$ cat src/rtl/decoder_off_seq_pkg.sv
package decoder_off_seq_pkg;

  // Sequencer phases: each packet has an issue phase and a completion wait.
  typedef enum logic [2:0] {
    PH_IDLE  = 3'd0,
    PH_REQ1  = 3'd1,  // off packet requested immediately
    PH_WAIT1 = 3'd2,
    PH_GAP1  = 3'd3,  // on packet requested once first gap met
    PH_WAIT2 = 3'd4,
    PH_GAP2  = 3'd5,  // off packet requested once 2 ms met
    PH_WAIT3 = 3'd6,
    PH_END   = 3'd7
  } phase_t;

  function automatic logic phase_accepts_start(phase_t p);
    return (p == PH_IDLE) || (p == PH_END);
  endfunction

endpackage

$ cat src/rtl/decoder_off_seq_limits.sv
module decoder_off_seq_limits #(
  parameter int unsigned TW        = 24,
  parameter int unsigned TICKS_2MS = 100000
) (
  input  logic          clk,
  input  logic          rst_n,
  input  logic          load_i,
  input  logic [TW-1:0] shut_i,
  input  logic [TW-1:0] warm_i,
  output logic          win_ok_o,
  output logic [TW-1:0] min1_o,
  output logic [TW-1:0] max3_o
);
  localparam int unsigned EW = TW + 2;
  localparam logic [EW-1:0] T2E   = EW'(TICKS_2MS);
  localparam logic [EW-1:0] T4E   = T2E << 1;
  localparam logic [TW-1:0] T2T   = TW'(TICKS_2MS);

  logic [TW-1:0] min1_q, max3_q;
  logic [TW-1:0] min1_d;

  // Window for the last gap is [2 ms, warm - 2 ms]; empty below 4 ms.
  assign win_ok_o = ({2'b00, warm_i} >= T4E);
  assign min1_d   = (shut_i > T2T) ? shut_i : T2T;

  always_ff @(posedge clk) begin
    if (!rst_n) begin
      min1_q <= '0;
      max3_q <= '0;
    end else if (load_i) begin
      min1_q <= min1_d;
      max3_q <= warm_i - T2T;
    end
  end

  assign min1_o = min1_q;
  assign max3_o = max3_q;
endmodule

$ cat src/rtl/decoder_off_seq_gapcnt.sv
module decoder_off_seq_gapcnt #(
  parameter int unsigned CW = 25
) (
  input  logic          clk,
  input  logic          rst_n,
  input  logic          clr_i,
  output logic [CW-1:0] cnt_o
);
  logic [CW-1:0] cnt_q;

  // Ticks since the last completion edge; saturates rather than wraps.
  always_ff @(posedge clk) begin
    if (!rst_n)             cnt_q <= '0;
    else if (clr_i)         cnt_q <= '0;
    else if (cnt_q != '1)   cnt_q <= cnt_q + 1'b1;
  end

  assign cnt_o = cnt_q;
endmodule

$ cat src/rtl/decoder_off_seq_ctrl.sv
module decoder_off_seq_ctrl
  import decoder_off_seq_pkg::*;
#(
  parameter int unsigned TW        = 24,
  parameter int unsigned CW        = TW + 1,
  parameter int unsigned TICKS_2MS = 100000
) (
  input  logic          clk,
  input  logic          rst_n,
  input  logic          start_i,
  input  logic          win_ok_i,
  input  logic [TW-1:0] min1_i,
  input  logic [TW-1:0] max3_i,
  input  logic [CW-1:0] cnt_i,
  input  logic          req_ready_i,
  input  logic          pkt_done_i,
  output logic          load_o,
  output logic          cnt_clr_o,
  output logic          req_valid_o,
  output logic          req_on_o,
  output logic          done_o,
  output logic          err_o
);
  localparam logic [CW-1:0] T2C = CW'(TICKS_2MS);

  phase_t ph_q, ph_d;
  logic   err_q;
  logic   gap1_met, gap2_met, late3, hs;

  assign gap1_met = (cnt_i >= CW'(min1_i));
  assign gap2_met = (cnt_i >= T2C);
  // cnt holds gap-1 at the sampling edge, so gap > max3 <=> cnt >= max3.
  assign late3    = (cnt_i >= CW'(max3_i));

  assign load_o      = start_i && phase_accepts_start(ph_q);
  assign req_valid_o = (ph_q == PH_REQ1) ||
                       ((ph_q == PH_GAP1) && gap1_met) ||
                       ((ph_q == PH_GAP2) && gap2_met);
  assign req_on_o    = (ph_q == PH_GAP1);
  assign hs          = req_valid_o && req_ready_i;
  assign cnt_clr_o   = pkt_done_i && ((ph_q == PH_WAIT1) || (ph_q == PH_WAIT2));

  always_comb begin
    ph_d = ph_q;
    unique case (ph_q)
      PH_IDLE, PH_END: if (load_o) ph_d = win_ok_i ? PH_REQ1 : PH_END;
      PH_REQ1:  if (hs)         ph_d = PH_WAIT1;
      PH_WAIT1: if (pkt_done_i) ph_d = PH_GAP1;
      PH_GAP1:  if (hs)         ph_d = PH_WAIT2;
      PH_WAIT2: if (pkt_done_i) ph_d = PH_GAP2;
      PH_GAP2:  if (hs)         ph_d = PH_WAIT3;
      PH_WAIT3: if (pkt_done_i) ph_d = PH_END;
      default:                  ph_d = PH_IDLE;
    endcase
  end

  always_ff @(posedge clk) begin
    if (!rst_n) begin
      ph_q  <= PH_IDLE;
      err_q <= 1'b0;
    end else begin
      ph_q <= ph_d;
      if (load_o)                                 err_q <= !win_ok_i;
      else if ((ph_q == PH_WAIT3) && pkt_done_i)  err_q <= late3;
    end
  end

  assign done_o = (ph_q == PH_END);
  assign err_o  = err_q;
endmodule

$ cat src/rtl/decoder_off_seq.sv
module decoder_off_seq #(
  parameter int unsigned TW        = 24,
  parameter int unsigned TICKS_2MS = 100000
) (
  input  logic          clk,
  input  logic          rst_n,
  input  logic          start_i,
  input  logic [TW-1:0] shut_total_i,
  input  logic [TW-1:0] warm_total_i,
  output logic          req_valid_o,
  input  logic          req_ready_i,
  output logic          req_on_o,
  input  logic          pkt_done_i,
  output logic          done_o,
  output logic          err_o
);
  localparam int unsigned CW = TW + 1;

  logic          load, win_ok, cnt_clr;
  logic [TW-1:0] min1, max3;
  logic [CW-1:0] cnt;

  decoder_off_seq_limits #(.TW(TW), .TICKS_2MS(TICKS_2MS)) u_limits (
    .clk(clk), .rst_n(rst_n), .load_i(load),
    .shut_i(shut_total_i), .warm_i(warm_total_i),
    .win_ok_o(win_ok), .min1_o(min1), .max3_o(max3)
  );

  decoder_off_seq_gapcnt #(.CW(CW)) u_cnt (
    .clk(clk), .rst_n(rst_n), .clr_i(cnt_clr), .cnt_o(cnt)
  );

  decoder_off_seq_ctrl #(.TW(TW), .CW(CW), .TICKS_2MS(TICKS_2MS)) u_ctrl (
    .clk(clk), .rst_n(rst_n), .start_i(start_i), .win_ok_i(win_ok),
    .min1_i(min1), .max3_i(max3), .cnt_i(cnt),
    .req_ready_i(req_ready_i), .pkt_done_i(pkt_done_i),
    .load_o(load), .cnt_clr_o(cnt_clr),
    .req_valid_o(req_valid_o), .req_on_o(req_on_o),
    .done_o(done_o), .err_o(err_o)
  );
endmodule

$ cat config.mk
export PLATFORM = sky130hd
export DESIGN_NAME = decoder_off_seq
export DESIGN_NICKNAME = d
export VERILOG_FILES = /design/src/rtl/decoder_off_seq_pkg.sv /design/src/rtl/decoder_off_seq_limits.sv /design/src/rtl/decoder_off_seq_gapcnt.sv /design/src/rtl/decoder_off_seq_ctrl.sv /design/src/rtl/decoder_off_seq.sv
export SDC_FILE = /design/constraint.sdc
export NUM_CORES = 1
export LEC_CHECK = 0
export BUFFER_PORTS_ARGS = -buffer_cell sky130_fd_sc_hd__buf_2
export CORE_MARGIN = 2
export CORE_UTILIZATION = 62
export CTS_BUF_LIST = sky130_fd_sc_hd__clkbuf_4 sky130_fd_sc_hd__clkbuf_8 sky130_fd_sc_hd__clkbuf_16
export DETAILED_ROUTE_END_ITERATION = 16
export GPL_TIMING_DRIVEN = 0
export PLACE_DENSITY = 0.87
export SLEW_MARGIN = 30
export SYNTH_ARGS = -nofsm -noshare
export SYNTH_HDL_FRONTEND = slang
export SYNTH_SLANG_ARGS = --single-unit
$ cat constraint.sdc
create_clock -name clk -period 4.21 [get_ports clk]
set_input_delay 0.842 -clock clk [delete_from_list [all_inputs] [get_ports clk]]
set_output_delay 0.842 -clock clk [all_outputs]
set_load 0.02 [all_outputs]
==> summary.md <==
| Metric | Value |
|---|---|
| Worst min path class | `register to register` |
| Power Density | `about 380 nW/um^2` |
| Pin count of the biggest net entering global routing | `13` |
| Yosys cell types | `between 50 and 60` |
| Max-slew violation count | `0` |
| Max cap viols | `0` |
| Setup slack after layout | `between 400 and 500 ps` |
| I/O pins | `57` |
| Worst Setup SP | `u_cnt.cnt_o[22]` |
| DR vias | `around 4600` |
| Die height | `around 91 um` |
| Remaining DRCs | `0` |
| Flops & latches, synth | `77` |
| Lkg Pwr | `roughly 2.3 nW` |
| Via density | `6.06` |
| Family with the most delay on the worst path | `simple AND/OR/NAND/NOR gates` |
| Critical path startpoint category | `register` |
| Crit path kind | `register to primary output` |
| Setup_tns | `0 ps` |
| H-tree levels | `3` |
| Worst setup EP type | `primary output` |
| Hold slack | `approximately 460 ps` |
| Top sig layer | `met4` |
| Syn Std Cell Area | `~4700 sq um` |
| CTS max path bufs | `2` |
| Synth-to-Final Area Change | `13.6%` |
| Worst EP required | `between 3000 and 4000 ps` |
| Reg2reg start | `u_cnt.cnt_o[22]` |
| Minimum clock period | `~3700 ps` |
| FF/Latch Area | `1540 sq um` |
| Site row count | `31` |
| Hold_buf cts | `0` |
| Max_slew headroom | `around half` |
| Share of the synthesized area in the top cell type | `32.6%` |
| Most common cell after layout, fill and taps aside | `dfxtp_1` |
| Port bufs | `55` |
| Post-synth EDFFs | `0` |
| CTS buffer count | `9` |
| Hpwl dp | `approximately 9400 um` |
| Setup repair after global routing missed its margin | `no` |
| Synthesized netlist cell count | `590` |
| Leading area contributor after synthesis | `dfxtp_1` |
| Core area | `~7300 sq um` |
| Clock net sink count | `77` |
| ANT nets after route | `0` |
| Root Driver | `clkbuf_8` |
| Met1 Wirelength | `approximately 5200 um` |
| Mapped Nets | `approximately 700` |
| Crit-path cells | `ha_1 -> nand3_1 -> nor4_1 -> o21ai_0 -> nor4_1 -> o21ai_0 -> nand2_1 -> buf_2` |
| Placer Congestion | `0.883` |
| Met2 WL | `a little over 6000 um` |
| Resized cells post-CTS | `0` |
| Synth warn | `0` |
| Worst path max stage delay | `slightly above 600 ps` |
| DRT Wirelength | `12500 um` |
| Main area contributors after synthesis | `dfxtp_1, ha_1, nand2_1` |
| Levels on crit path | `8` |
| Antenna diode count | `0` |
| CP Buf/Inv Count | `1` |
| Peak supply drop | `roughly 0.00025 V` |
| GRT Residual Overflow | `0` |
| Clk slew on worst S/H paths | `approximately 80 ps` |
| Vias in the first global route | `between 4000 and 5000` |
| Worst-margin pin slew | `between 700 and 800 ps` |
| Hold_sp | `u_limits.max3_o[17]` |
| Cell count of the worst reg-to-reg path | `7` |
| Layout Skew | `~9.5 ps` |
| Global-route wire length before repair | `between 20000 and 25000 um` |
| Ys async rst share | `0%` |
| DRT Pass-1 Iters | `5` |
| Seq/Total Area, Yosys | `approximately a third` |
| Die W | `91.3 um` |
| Ys flop type | `dfxtp_1` |
| CP arrival | `2890 ps` |
| Status | `finished clean` |
| Initial DRC count | `between 300 and 400` |
| Filler cells | `553` |
| Final period utilization | `88.7%` |
| Met3 Wirelength | `between 800 and 900 um` |
| Dpl ws | `1030 ps` |
| Post-CTS Setup Bufs | `0` |
| Wirelength per Cell | `around 16 um` |
| Initial antenna violation count | `0` |
| Most frequent cells in the layout | `dfxtp_1, nand2_1, inv_1, buf_2, nor2_1` |
| Die footprint | `between 8000 and 9000 sq um` |
| Final setup vio count | `0` |
| Slowest CP cell | `nor4_1` |
| Hold path cells | `2` |
| Tot GR Track Use | `~30%` |
| FMAX | `between 200 and 300 MHz` |
| Fin nets | `760` |
| Final-report hold violation count | `0` |
| Share of cells above drive strength 1 | `about 13%` |
| Area of the multi-input gates | `between 2000 and 3000 sq um` |
| CTS tree | `built` |
| Starting Density | `between 60% and 70%` |
| Avg Cell Area, Syn | `between 8 and 9 sq um` |
| CP max FO | `7` |
| Insertion delay to the later sink of the worst-skew pair | `~360 ps` |
[per-stage QoR]
step                area (sq um)  cells  utilization (%)  power, mW
finish                      5370    760             73.2       2.03
global route                5370    760             73.2       2.12
CTS                         5370    760             73.2       2.01
detailed placement          5120    744             69.9       1.35
global placement            5120    744             69.9       1.32
floorplan                   4730    590                -       1.19
[area by class of cell]
cell class / count / area share, %
multi-input combinational: 434 / 53.6
clock inverter: 3 / 1.21
tap: 99 / 2.31
clock buffer: 13 / 3.33
inverter: 57 / 3.99
sequential: 77 / 28.7
buffer: 22 / 1.70
timing repair buffer: 55 / 5.13
[layer usage]
metal	up-vias	GRT usage [%]
li1	2212	-
met1	2181	37.4
met2	182	52.8
met3	30	5.31
met4	0	11.7
met5	-	0
[cell usage after synthesis, types with 8 or more instances]
cell and n:
inv_1 57, nor4_1 8, ha_1 51, xnor2_1 18
dfxtp_1 77, clkbuf_1 17, a22o_1 11, nand3_1 19
nor2_1 55, nand2_1 61, xor2_1 18, nor3_1 13
a211oi_1 22, a21oi_1 45, o21ai_0 31, nand4_1 8
[tightest hold or removal path: stages, from the launching register on]
cell and delay (ps):
dfxtp_1 320, nand2_1 50, a21oi_1 50
[kinds of logic after synthesis]
kind of cell / Yosys count / share of synthesized area (%)
and+or+nand+nor: 205 / 21.4
AOI/OAI and AO/OA: 142 / 19.3
buffers and inverters: 79 / 6.46
DFF: 77 / 32.6
adders and majority gates: 51 / 13.5
xor gates and xnor gates: 36 / 6.67
[where the power goes]
group | leakage [nW] | switching [mW] | internal, mW
clock network | 0.126 | 0.282 | 0.398
registers | 0.630 | 0.0450 | 0.803
logic | 1.53 | 0.311 | 0.187
total | 2.28 | 0.638 | 1.39
[path summary, 6_finish.rpt]
path | end | slack [ps]
max | req_valid_o | 470
min | u_limits.max3_o[17] | 460
max reg2reg | u_ctrl.ph_q[2] | 1600
min reg2reg | u_limits.max3_o[17] | 460
[flip-flops by register name (all words and copies together) (netlist names)]
register,flops
u_ctrl.err_o,1
u_limits.min1_o,24
u_ctrl.ph_q,3
u_cnt.cnt_o,25
u_limits.max3_o,24
No activity file was read; power rests on OpenSTA's default activity.
